$ cat src/rtl/dual_adc_pkg.sv
package dual_adc_pkg;
   localparam int unsigned NCH = 2;

   typedef enum logic {
      CODE_OFFSET = 1'b0,
      CODE_TWOS   = 1'b1
   } code_e;
endpackage

$ cat src/rtl/adc_delay_line.sv
module adc_delay_line #(
   parameter int unsigned W     = 8,
   parameter int unsigned DEPTH = 4
) (
   input  logic         clk,
   input  logic         rst,
   input  logic         en,
   input  logic [W-1:0] d_i,
   output logic [W-1:0] q_o
);
   localparam logic [W-1:0] MID = {1'b1, {(W-1){1'b0}}};

   generate
      if (DEPTH == 0) begin : g_pass
         assign q_o = d_i;
      end else begin : g_regs
         logic [W-1:0] stg [DEPTH];

         always_ff @(posedge clk) begin
            if (rst) begin
               for (int i = 0; i < DEPTH; i++) stg[i] <= MID;
            end else if (en) begin
               stg[0] <= d_i;
               for (int i = 1; i < DEPTH; i++) stg[i] <= stg[i-1];
            end
         end

         assign q_o = stg[DEPTH-1];

         // a frozen line keeps its tail word
         a_r6_line_frozen: assert property (@(posedge clk) disable iff (rst)
            !en |=> $stable(q_o));
      end
   endgenerate
endmodule

$ cat src/rtl/adc_out_stage.sv
module adc_out_stage
   import dual_adc_pkg::*;
#(
   parameter int unsigned W = 8
) (
   input  logic         clk,
   input  logic         rst,
   input  logic         en,
   input  code_e        code_i,
   input  logic         hiz_i,
   input  logic [W-1:0] src_i,
   output logic [W-1:0] word_o,
   output logic [W-1:0] drv_o
);
   localparam logic [W-1:0] MID  = {1'b1, {(W-1){1'b0}}};
   localparam logic [W-1:0] MSBM = {1'b1, {(W-1){1'b0}}};

   logic [W-1:0] coded;

   always_comb begin
      coded = src_i;
      if (code_i == CODE_TWOS) coded = src_i ^ MSBM;
   end

   always_ff @(posedge clk) begin
      if (rst)     word_o <= MID;
      else if (en) word_o <= coded;
   end

   assign drv_o = {W{~hiz_i}};

   // the coding never touches the bits below the MSB
   a_r4_low_bits_pass: assert property (@(posedge clk) disable iff (rst)
      en |=> (word_o[W-2:0] == $past(src_i[W-2:0])));

   // a frozen output register holds its word
   a_r6_word_held: assert property (@(posedge clk) disable iff (rst)
      !en |=> $stable(word_o));
endmodule

$ cat src/rtl/adc_valid_track.sv
module adc_valid_track #(
   parameter int unsigned LAT = 5
) (
   input  logic clk,
   input  logic rst,
   input  logic en,
   output logic valid_o
);
   localparam int unsigned CW = $clog2(LAT + 1);
   localparam logic [CW-1:0] LAT_C = CW'(LAT);

   logic [CW-1:0] run_cnt;

   always_ff @(posedge clk) begin
      if (rst || !en)          run_cnt <= '0;
      else if (run_cnt != LAT_C) run_cnt <= run_cnt + 1'b1;
   end

   assign valid_o = (run_cnt == LAT_C);

   // any frozen cycle drops the flag on the next edge
   a_r8_clear_on_stall: assert property (@(posedge clk) disable iff (rst)
      !en |=> !valid_o);

   // the flag only rises after a running edge
   a_r8_rise_after_run: assert property (@(posedge clk) disable iff (rst)
      $rose(valid_o) |-> $past(en));
endmodule

$ cat src/rtl/dual_adc_outif.sv
module dual_adc_outif
   import dual_adc_pkg::*;
#(
   parameter int unsigned W   = 8,
   parameter int unsigned LAT = 5
) (
   input  logic         clk,
   input  logic         rst,
   input  logic [W-1:0] smp_a_i,
   input  logic [W-1:0] smp_b_i,
   input  logic         fmt_twos_i,
   input  logic         out_hiz_i,
   input  logic         pd_i,
   input  logic         sleep_i,
   output logic [W-1:0] dat_a_o,
   output logic [W-1:0] drv_a_o,
   output logic [W-1:0] dat_b_o,
   output logic [W-1:0] drv_b_o,
   output logic         valid_o
);
   localparam int unsigned LINE_DEPTH = LAT - 1;

   generate
      if (LAT < 2) begin : g_bad_lat
         $error("dual_adc_outif: LAT must be at least 2");
      end
      if (W < 2) begin : g_bad_w
         $error("dual_adc_outif: W must be at least 2");
      end
   endgenerate

   logic  run_en;
   code_e code_sel;

   assign run_en   = ~(pd_i | sleep_i);
   assign code_sel = fmt_twos_i ? CODE_TWOS : CODE_OFFSET;

   logic [W-1:0] raw  [NCH];
   logic [W-1:0] tail [NCH];
   logic [W-1:0] word [NCH];
   logic [W-1:0] drv  [NCH];

   assign raw[0] = smp_a_i;
   assign raw[1] = smp_b_i;

   generate
      for (genvar ch = 0; ch < NCH; ch++) begin : g_ch
         adc_delay_line #(.W(W), .DEPTH(LINE_DEPTH)) u_line (
            .clk (clk),
            .rst (rst),
            .en  (run_en),
            .d_i (raw[ch]),
            .q_o (tail[ch])
         );

         adc_out_stage #(.W(W)) u_out (
            .clk    (clk),
            .rst    (rst),
            .en     (run_en),
            .code_i (code_sel),
            .hiz_i  (out_hiz_i),
            .src_i  (tail[ch]),
            .word_o (word[ch]),
            .drv_o  (drv[ch])
         );
      end
   endgenerate

   adc_valid_track #(.LAT(LAT)) u_valid (
      .clk     (clk),
      .rst     (rst),
      .en      (run_en),
      .valid_o (valid_o)
   );

   assign dat_a_o = word[0];
   assign dat_b_o = word[1];
   assign drv_a_o = drv[0];
   assign drv_b_o = drv[1];

   // power-down freezes both buses at the port
   a_r6_pd_freeze: assert property (@(posedge clk) disable iff (rst)
      pd_i |=> ($stable(dat_a_o) && $stable(dat_b_o)));

   // sleep freezes both buses at the port
   a_r7_sleep_freeze: assert property (@(posedge clk) disable iff (rst)
      sleep_i |=> ($stable(dat_a_o) && $stable(dat_b_o)));

   // both buses are released or driven together
   a_r5_drive_match: assert property (@(posedge clk) disable iff (rst)
      (drv_a_o == drv_b_o) && $onehot0(drv_a_o ^ drv_b_o));
endmodule

$ cat config.mk
export PLATFORM = sky130hd
export DESIGN_NAME = dual_adc_outif
export DESIGN_NICKNAME = d
export VERILOG_FILES = /design/src/rtl/dual_adc_pkg.sv /design/src/rtl/adc_delay_line.sv /design/src/rtl/adc_out_stage.sv /design/src/rtl/adc_valid_track.sv /design/src/rtl/dual_adc_outif.sv
export SDC_FILE = /design/constraint.sdc
export NUM_CORES = 1
export LEC_CHECK = 0
export BUFFER_PORTS_ARGS = -buffer_cell sky130_fd_sc_hd__buf_2
export CORE_MARGIN = 4
export CORE_UTILIZATION = 59
export CTS_CLUSTER_SIZE = 28
export DETAILED_ROUTE_END_ITERATION = 10
export GPL_TIMING_DRIVEN = 0
export MAX_ROUTING_LAYER = met4
export PLACE_DENSITY = 0.9
export SYNTH_ARGS = -nofsm -noshare
export SYNTH_HDL_FRONTEND = slang
export SYNTH_SLANG_ARGS = --single-unit
$ cat constraint.sdc
create_clock -name clk -period 4.8 [get_ports clk]
set_input_delay 0.48 -clock clk [delete_from_list [all_inputs] [get_ports clk]]
set_output_delay 0.48 -clock clk [all_outputs]
set_load 0.02 [all_outputs]
==> results of run 1 <==
routing by layer:
layer	up-vias	global-route usage, %	wire [µm]
li1	838	-	-
met5	-	-	0
met4	0	11.1	135
met3	12	2.99	239
met1	764	17.1	1860
met2	55	25.9	2280
stage by stage:
stage	worst slack, ns	utilization [%]	std cells	hold WS (ns)	total power (µW)
5_1_grt	2.95	72.6	347	0.389	1460
2_1_floorplan	2.38	-	206	0.436	897
6_report	3.02	72.6	347	0.405	1420
4_1_cts	3.02	72.6	347	0.392	1430
3_5_place_dp	2.89	68.6	331	0.443	932
3_3_place_gp	1.93	68.2	330	0.436	924
final cells by class:
cell class | instances | area [µm²] | share of cell area (%)
Sequential cell | 83 | 2300 | 61.7
Multi-Input combinational cell | 95 | 664 | 17.8
Timing Repair Buffer | 55 | 290 | 7.78
Buffer | 25 | 170 | 4.56
Clock buffer | 12 | 156 | 4.19
Tap cell | 70 | 87.6 | 2.35
Clock inverter | 4 | 48.8 | 1.31
Inverter | 3 | 11.3 | 0.302
kinds of logic (layout without fill, tap and decap cells):
kind of cell	after synthesis	in the layout	synth area share (%)
adders and majority gates	2	2	0.795
AOI/OAI and AO/OA	22	22	5.88
buffers and inverters	28	99	5.76
DFF	83	83	73.1
xor gates and xnor gates	2	2	0.557
and+or+nand+nor	69	69	13.9
sequential cells by signal (all words and copies together) (netlist names):
name / count
u_valid.run_cnt: 3
g_ch.u_line.g_regs.stg: 64
g_ch.u_out.word_o: 16
worst register-to-register path, stage by stage, from the launching register on:
cell	delay, ns
dfxtp_1	0.36
inv_1	0.05
ha_1	0.23
and3_1	0.20
o21a_1	0.17
Yosys cell counts (all sizes together):
cell,instances,area (µm²)
edfxtp,64,1920
buf,20,145
a22o,14,123
nand2b,8,50.1
o21ba,1,10.0
inv,3,11.3
o21a,2,15.0
nand3b,1,7.51
clkbuf,5,25.0
and2,57,357
o211a,1,10.0
dfxtp,19,380
a21oi,2,10.0
xnor2,2,17.5
ha,2,25.0
a2bb2oi,2,17.5
and3,2,12.5
nor3,1,10.0
report_power, final:
group / switching [µW] / internal, µW / total, µW
sequential: 10.2 / 813 / 823
clock: 234 / 273 / 507
combinational: 51.9 / 38.5 / 90.4
worst min path at each step:
stage | start | slack [ns] | to
6_report | smp_a_i[0] | 0.41 | g_ch[0].u_line.g_regs.stg[0][0]
3_3_place_gp | g_ch[0].u_line.g_regs.stg[3][6] | 0.44 | g_ch[0].u_out.word_o[6]
4_1_cts | smp_b_i[1] | 0.39 | g_ch[1].u_line.g_regs.stg[0][1]
5_1_grt | smp_b_i[4] | 0.39 | g_ch[1].u_line.g_regs.stg[0][4]
2_1_floorplan | g_ch[0].u_line.g_regs.stg[3][4] | 0.44 | g_ch[0].u_out.word_o[4]
3_5_place_dp | g_ch[0].u_line.g_regs.stg[3][4] | 0.44 | g_ch[0].u_out.word_o[4]
==> parameters.txt, run 1 <==
Parameter                              Value

Clock network
  Maximum level of the CTS H-tree    3
  Clock tree buffer depth    2
  Clock transition at the registers of the reported paths    0.08 ns
  Number of sinks on the clock net    83
  Post_cts resized    0
  Clock tree from TritonCTS    built
  Cell at the root of the clock tree    clkbuf_8
  Hold_buf cts    0
  Post-CTS Setup Repair Bufs    0
  CTS Buf Count    9
  Clock Latency Late Sink    0.34 ns

Timing
  Maximum operating frequency    0.563 GHz
  Setup skew after layout    0.00695 ns
  Fraction of the cycle the final worst path needs    37.0%
  Normalized max-slew margin    between 60% and 70%
  Setup total negative slack    0 ns
  Hold Vio Cnt, Final    0
  Minimum period implied by the final worst setup slack    approximately 1.8 ns
  Final slew viol count    0
  Total of endpoints with negative setup slack in the final report    0
  Setup repair after global routing missed its margin    false
  Slew of the pin with the lowest slew margin    0.518 ns

Layout
  Number of diodes added for antenna fixing    0
  Fillcell total    348
  Layout net count    296
  Commonest cells after routing, fill and taps aside    64 x edfxtp_1, 57 x and2_1, 56 x buf_2
  Ratio of cells with drive above 1 in the final layout    35.0%
  Layout overhead on the synthesized area    18.5%
  Leading cell type in the layout, fill and taps excluded    edfxtp_1
  Post-route cell area    3730 µm²

Detailed routing
  First-pass DRT Iterations    4
  Mean routed wirelength per cell    roughly 13 µm
  Number of nets with antenna violations after detailed routing    0
  Total routed wirelength    roughly 4500 µm
  Detailed-route DRC error count    0
  Mean number of vias per cell    4.81
  Via count    around 1700
  Violation count after the first detailed-route iteration    84

Floorplan
  Die X-Extent    between 80 and 90 µm
  Rows    26
  Number of I/O pins    55
  Die area    6570 µm²
  Die height    81.0 µm
  Initial Util    61.2%
  Area of the core region    5140 µm²

Setup path
  Gate family responsible for the most delay along the worst path    flip-flops
  Internal reg-to-reg setup slack    3.68 ns
  Data required time of the critical path    around 4.3 ns
  Data arrival time of the critical path    ~1.3 ns
  Buffers & Inverters on Critical Path    2
  Timing startpoint of the critical path    u_valid.run_cnt[1]
  Max FO, Critical Path    6
  Instance count on the critical path    4
  Sequence of cells on the critical path    inv_1, ha_1, and2_1, buf_2
  CP Launch Type    flip-flop
  R2r startpoint    u_valid.run_cnt[1]
  Endpoint of the worst register-to-register path    u_valid.run_cnt[0]
  Crit path capture type    output pin
  Worst-path cell with the longest stage delay    dfxtp_1
  Peak per-stage delay on the critical path    around 0.36 ns
  Capture point of the worst path    valid_o
  Worst reg-to-reg path cell count    4
  Critical path start-end classification    flip-flop to output pin

Synthesis
  Sequential share of the synthesized area    around three quarters
  Net count after synthesis    230
  Number of instances in the synthesized netlist    206
  Post-synthesis register bit count    83
  Synthesized cell area    3150 µm²
  Count of cell types in the netlist    19
  Average cell area after synthesis    15.3 µm²
  Yosys warns    0

Run status
  Status    completed

Hold path
  Cell count of the worst hold path    2
  Hold WC Path Type    input port to flip-flop

Job
  Number of max-cap violations    0

Power and ir drop
  Peak supply drop    209 µV
  Total power density per cell area    between 300 and 400 nW/µm²
  Leakage power    roughly 0.0016 µW

GRT
  Antenna violations before repair    0
  Largest net degree at the start of global routing    43
  Combined global-route utilization of all metal layers    between 10% and 20%
  Grt ovf    0
  Wire length of the first global-routing pass    7140 µm
  Number of global-route vias before repair    about 1600

Place
  Count of input and output buffers    54
  Cell area after placement    between 3000 and 4000 µm²
  Hpwl dp    roughly 3100 µm
  Weighted congestion at the end of routability-driven global placement    around 0.66
Note: power is estimated with default switching activity, not from simulation.
==> inputs of run 2 (changes only) <==
Settings changed: CORE_UTILIZATION 59 to 49, PLACE_DENSITY 0.9 to 0.81.
Clock period 4.8 ns to 1.63 ns, I/O delays scaled along.
==> parameters.txt, run 2 (same netlist as run 1, synthesis figures left out) <==
Parameter                              Value

Clock network
  Number of sinks on the clock net    83
  Post-CTS Setup Repair Bufs    0
  Clock Latency Late Sink    0.35 ns
  Clock transition at the registers of the reported paths    approximately 0.080 ns
  Post_cts resized    1
  Clock tree buffer depth    2
  Cell at the root of the clock tree    clkbuf_8
  Hold_buf cts    0
  Maximum level of the CTS H-tree    3
  Clock tree from TritonCTS    built
  CTS Buf Count    9

Place
  Placed cell count    335
  Count of input and output buffers    54
  Hpwl dp    3040 µm
  Weighted congestion at the end of routability-driven global placement    between 0.6 and 0.7

Timing
  Total of endpoints with negative setup slack in the final report    0
  Maximum operating frequency    ~0.69 GHz
  Hold Vio Cnt, Final    0
  Setup skew after layout    0.0107 ns
  Final slew viol count    0
  Setup repair after global routing missed its margin    false
  Fraction of the cycle the final worst path needs    88.3%
  Slew of the pin with the lowest slew margin    0.668 ns
  Hold slack    0.0876 ns
  Minimum period implied by the final worst setup slack    1.44 ns
  Normalized max-slew margin    55.4%

GRT
  Number of global-route vias before repair    approximately 1700
  Antenna violations before repair    0
  Wire length of the first global-routing pass    7570 µm
  Grt ovf    0
  Combined global-route utilization of all metal layers    13.6%
  Largest net degree at the start of global routing    34

Hold path
  Hold WC Path Type    input port to flip-flop

Detailed routing
  Mean number of vias per cell    about 4.7
  Number of nets with antenna violations after detailed routing    0
  First-pass DRT Iterations    4
  Total routed wirelength    4510 µm
  Via count    ~1700
  Violation count after the first detailed-route iteration    62
  Detailed-route DRC error count    0
  Mean routed wirelength per cell    12.8 µm

Layout
  Largest registers ranked by flip-flop count    g_ch.u_line.g_regs.stg x64, g_ch.u_out.word_o x16, u_valid.run_cnt x3
  Ratio of cells with drive above 1 in the final layout    35.4%
  Top register by number of flip-flops    g_ch.u_line.g_regs.stg
  Commonest cells after routing, fill and taps aside    64 x edfxtp_1, 57 x and2_1, 56 x buf_2
  Fraction of the core area covered by cells at the end of the flow    roughly 61%
  Final Instance Count excl. Fillers    352
  Number of diodes added for antenna fixing    0
  Number of flip-flops in the largest register    between 60 and 70
  Layout overhead on the synthesized area    17.7%
  Leading cell type in the layout, fill and taps excluded    edfxtp_1
  Layout net count    approximately 300

Power and ir drop
  Final Total Pwr    3990 µW
  Total power density per cell area    1080 nW/µm²
  Portion of total power attributed to sequential cells    60.7%
  Int Pwr    around 3000 µW
  Switching share of total power    a little under a quarter
  Part of the power in the clock network    roughly a third
  Peak supply drop    597 µV
  Combinational power share    around 6.6%
  Leakage power    0.00155 µW
  Power spent charging and discharging nets    just over 900 µW

Floorplan
  Rows    28
  Die height    just under 90 µm
  Die area    between 7000 and 8000 µm²
  Number of I/O pins    55
  Area of the core region    6060 µm²
  Initial Util    roughly half
  Die X-Extent    88.2 µm

Setup path
  Critical path start-end classification    flip-flop to output pin
  Data required time of the critical path    1.47 ns
  Crit path capture type    output pin
  CP Launch Type    flip-flop
  Worst-path cell with the longest stage delay    dfxtp_1
  Peak per-stage delay on the critical path    around 0.35 ns
  Data arrival time of the critical path    1.28 ns
  Sequence of cells on the critical path    inv_1, ha_1, and2_1, buf_2
  Max FO, Critical Path    6

Run status
  Status    completed

Job
  Number of max-cap violations    0
==> run 2: cell count changes in the layout (fill, tap and decap cells not counted), moves of 2 or more <==
cell / previous run / this run
inv_4: 0 / 3
clkinv_2: 2 / 0
clkinv_4: 0 / 2
clkinvlp_4: 0 / 2
==> run 2: layer usage <==
metal	vias up	global-route usage [%]	share of wire, %
met1	741	14.0	42
met4	0	9.20	2.1
met5	-	-	0
met2	63	22.5	49
li1	843	-	-
met3	9	3.57	6.5
==> run 2: worst paths after layout <==
kind	from	end	slack (ns)	cells past startpoint
worst max-delay path	u_valid.run_cnt[1]	valid_o	0.19	4
worst min-delay path	smp_b_i[5]	g_ch[1].u_line.g_regs.stg[0][5]	0.09	2
worst max register to register	u_valid.run_cnt[1]	u_valid.run_cnt[1]	0.55	4
worst min register to register	g_ch[1].u_line.g_regs.stg[3][0]	g_ch[1].u_out.word_o[0]	0.45	1
==> run 2: worst max-delay path, delay by kind of cell, from the launching register on <==
family	cells	cell delay, ns
AND/OR/NAND/NOR	1	0.17
flip-flops	1	0.35
buffers and inverters	2	0.20
adder cells (fa/ha/maj)	1	0.22
==> run 2: area by class of cell <==
type | instances | area (µm²)
fill | 475 | 2360
sequential | 83 | 2300
multi-input combinational | 95 | 671
timing repair buffer | 54 | 270
buffer | 25 | 170
clock buffer | 10 | 128
tap | 75 | 93.8
clock inverter | 6 | 47.5
inverter | 3 | 15.0
timing repair inverter | 1 | 7.51
==> run 2: power groups by stage <==
stage | sequential (µW) | clock, µW | combinational [µW]
CTS | 2430 | 1350 | 269
global placement | 2470 | 0 | 254
detailed placement | 2480 | 0 | 265
finish | 2420 | 1300 | 265
floorplan | 2480 | 0 | 161
global route | 2440 | 1420 | 292
==> run 2: per-stage QoR <==
step	setup TNS, ns	instance area, µm²	setup WS (ns)
3_3_place_gp	-32.77	3520	-0.504
5_1_grt	0	3700	0.0774
3_5_place_dp	-40.65	3520	-0.623
4_1_cts	0	3700	0.156
6_report	0	3700	0.190
2_1_floorplan	-6.80	3160	-0.106
==> inputs of run 3 (changes only) <==
==> constraint.sdc (replaced) <==
create_clock -name clk -period 1.63 [get_ports clk]
set_input_delay 0 -clock clk [delete_from_list [all_inputs] [get_ports clk]]
set_output_delay 0 -clock clk [all_outputs]
set_load 0.02 [all_outputs]
==> parameters.txt, run 3 (same netlist as run 1, synthesis figures left out) <==
Parameter                              Value

Power and ir drop
  Part of the power in the clock network    30.6%
  Peak supply drop    654 µV
  Combinational power share    7.6%
  Leakage power    around 0.0016 µW
  Total power density per cell area    1020 nW/µm²
  Switching share of total power    approximately 22%
  Power spent charging and discharging nets    845 µW
  Int Pwr    3070 µW
  Portion of total power attributed to sequential cells    61.8%

Floorplan
  Die area    7770 µm²
  Die X-Extent    88.2 µm
  Area of the core region    roughly 6100 µm²
  Die height    approximately 88 µm
  Number of I/O pins    55
  Rows    28
  Initial Util    51.9%

Detailed routing
  Mean routed wirelength per cell    12.1 µm
  Via count    1679
  First-pass DRT Iterations    4
  Sum of met2 wire segment lengths after detailed routing    around 2100 µm
  Violation count after the first detailed-route iteration    84
  Mean number of vias per cell    around 4.6
  Number of nets with antenna violations after detailed routing    0
  Detailed-route DRC error count    0
  Total routed wirelength    4470 µm
  Met1 wire length    between 2000 and 2500 µm
  Routed wire length on met3    255 µm
  Uppermost routed layer    met4

Clock network
  CTS Buf Count    9
  Post-CTS Setup Repair Bufs    0
  Cell at the root of the clock tree    clkbuf_8
  Number of sinks on the clock net    between 80 and 90
  Maximum level of the CTS H-tree    3
  Clock tree from TritonCTS    built
  Clock transition at the registers of the reported paths    around 0.07 ns
  Clock tree buffer depth    2
  Clock Latency Late Sink    0.34 ns

Layout
  Post-route cell area    between 3000 and 4000 µm²
  Layout overhead on the synthesized area    22.4%
  Ratio of cells with drive above 1 in the final layout    32.0%
  Commonest cells after routing, fill and taps aside    64 x edfxtp_1, 57 x and2_1, 56 x buf_2
  Fraction of the core area covered by cells at the end of the flow    63.6%
  Layout net count    roughly 310
  Leading cell type in the layout, fill and taps excluded    edfxtp_1
  Largest registers ranked by flip-flop count    g_ch.u_line.g_regs.stg x64, g_ch.u_out.word_o x16, u_valid.run_cnt x3
  Top register by number of flip-flops    g_ch.u_line.g_regs.stg
  Number of diodes added for antenna fixing    0
  Number of flip-flops in the largest register    64

Setup path
  Worst-path cell with the longest stage delay    dfxtp_1
  Crit path capture type    output pin
  Buffers & Inverters on Critical Path    2
  CP Launch Type    flip-flop
  Gate family responsible for the most delay along the worst path    flip-flops
  Data required time of the critical path    1.63 ns
  Critical path start-end classification    flip-flop to output pin
  Timing startpoint of the critical path    u_valid.run_cnt[1]
  Sequence of cells on the critical path    inv_1, ha_1, and2_1, buf_2
  R2r startpoint    u_valid.run_cnt[1]
  Peak per-stage delay on the critical path    between 0.3 and 0.4 ns
  Data arrival time of the critical path    1.30 ns
  Max FO, Critical Path    6

Place
  Weighted congestion at the end of routability-driven global placement    0.639
  Count of input and output buffers    54
  Hpwl dp    about 2700 µm
  Cell area after placement    ~3500 µm²

Timing
  Setup skew after layout    0.00753 ns
  Maximum operating frequency    0.772 GHz
  Slew of the pin with the lowest slew margin    between 0.6 and 0.7 ns
  Minimum period implied by the final worst setup slack    between 1 and 1.5 ns
  Fraction of the cycle the final worst path needs    79.4%
  Hold Vio Cnt, Final    0
  Final slew viol count    0
  Setup total negative slack    0 ns
  Total of endpoints with negative setup slack in the final report    0
  Normalized max-slew margin    54.4%
  Setup repair after global routing missed its margin    false

GRT
  Grt ovf    0
  Number of global-route vias before repair    1589
  Combined global-route utilization of all metal layers    13.2%
  Wire length of the first global-routing pass    approximately 7200 µm
  Largest net degree at the start of global routing    34
  Antenna violations before repair    0

Hold path
  Startpoint of the worst hold path    rst
  Hold WC Path Type    input port to flip-flop

Job
  Number of max-cap violations    0

Run status
  Status    completed
[run 3: changes by cell type in the layout (fill, tap and decap cells not counted)]
| cell | before | now |
|---|---|---|
| inv_4 | 3 | 0 |
| clkinv_1 | 0 | 2 |
| clkinv_2 | 0 | 2 |
| clkbuf_1 | 1 | 3 |
| clkinv_4 | 2 | 0 |
| inv_8 | 1 | 0 |
| dlygate4sd3_1 | 0 | 17 |
[run 3: routing by layer]
| metal | vias up | GRT usage, % |
|---|---|---|
| li1 | 875 | - |
| met5 | - | - |
| met4 | 0 | 5.77 |
| met3 | 8 | 5.46 |
| met2 | 40 | 20.1 |
| met1 | 756 | 15.3 |
[run 3: final timing paths]
path	endpoint	slack [ns]	cells after the start
hold reg to reg	g_ch[0].u_out.word_o[6]	0.46	1
hold / removal	g_ch[1].u_line.g_regs.stg[3][7]	0.13	4
setup / recovery	valid_o	0.33	4
setup reg to reg	u_valid.run_cnt[1]	0.53	4
[run 3: worst register-to-register path, cell delays in order, from the launching register on]
cell and delay (ns):
dfxtp_1 0.36, inv_1 0.06, ha_1 0.22, and3_1 0.19, o21a_1 0.17
[run 3: power by group through the flow]
stage / clock network, µW / logic (µW) / registers (µW)
3_3_place_gp: 0 / 256 / 2470
4_1_cts: 1230 / 301 / 2420
2_1_floorplan: 0 / 162 / 2480
5_1_grt: 1320 / 326 / 2430
3_5_place_dp: 0 / 267 / 2470
6_report: 1200 / 297 / 2420
[run 3: metrics by stage]
stage / hold slack, ns / cells / setup slack, ns / power [µW]
5_1_grt: 0.139 / 369 / 0.248 / 4080
3_3_place_gp: 0.260 / 335 / -0.367 / 2720
2_1_floorplan: 0.178 / 206 / 0.0570 / 2640
4_1_cts: 0.137 / 369 / 0.305 / 3950
3_5_place_dp: 0.264 / 335 / -0.503 / 2740
6_report: 0.133 / 369 / 0.335 / 3920
[run 3: timing repair]
item | 4_1_cts | 5_1_grt
resized for setup | 1 | 0
endpoints found under the hold margin | 18 | 0
hold buffers | 17 | 0
setup endpoints to repair | 66 | 0
[run 3: cell type report]
cell class | count | area [µm²]
sequential | 83 | 2300
fill | 443 | 2210
multi-input combinational | 95 | 671
timing repair buffer | 71 | 440
buffer | 25 | 170
clock buffer | 12 | 135
tap | 75 | 93.8
clock inverter | 4 | 17.5
inverter | 3 | 15.0
timing repair inverter | 1 | 7.51
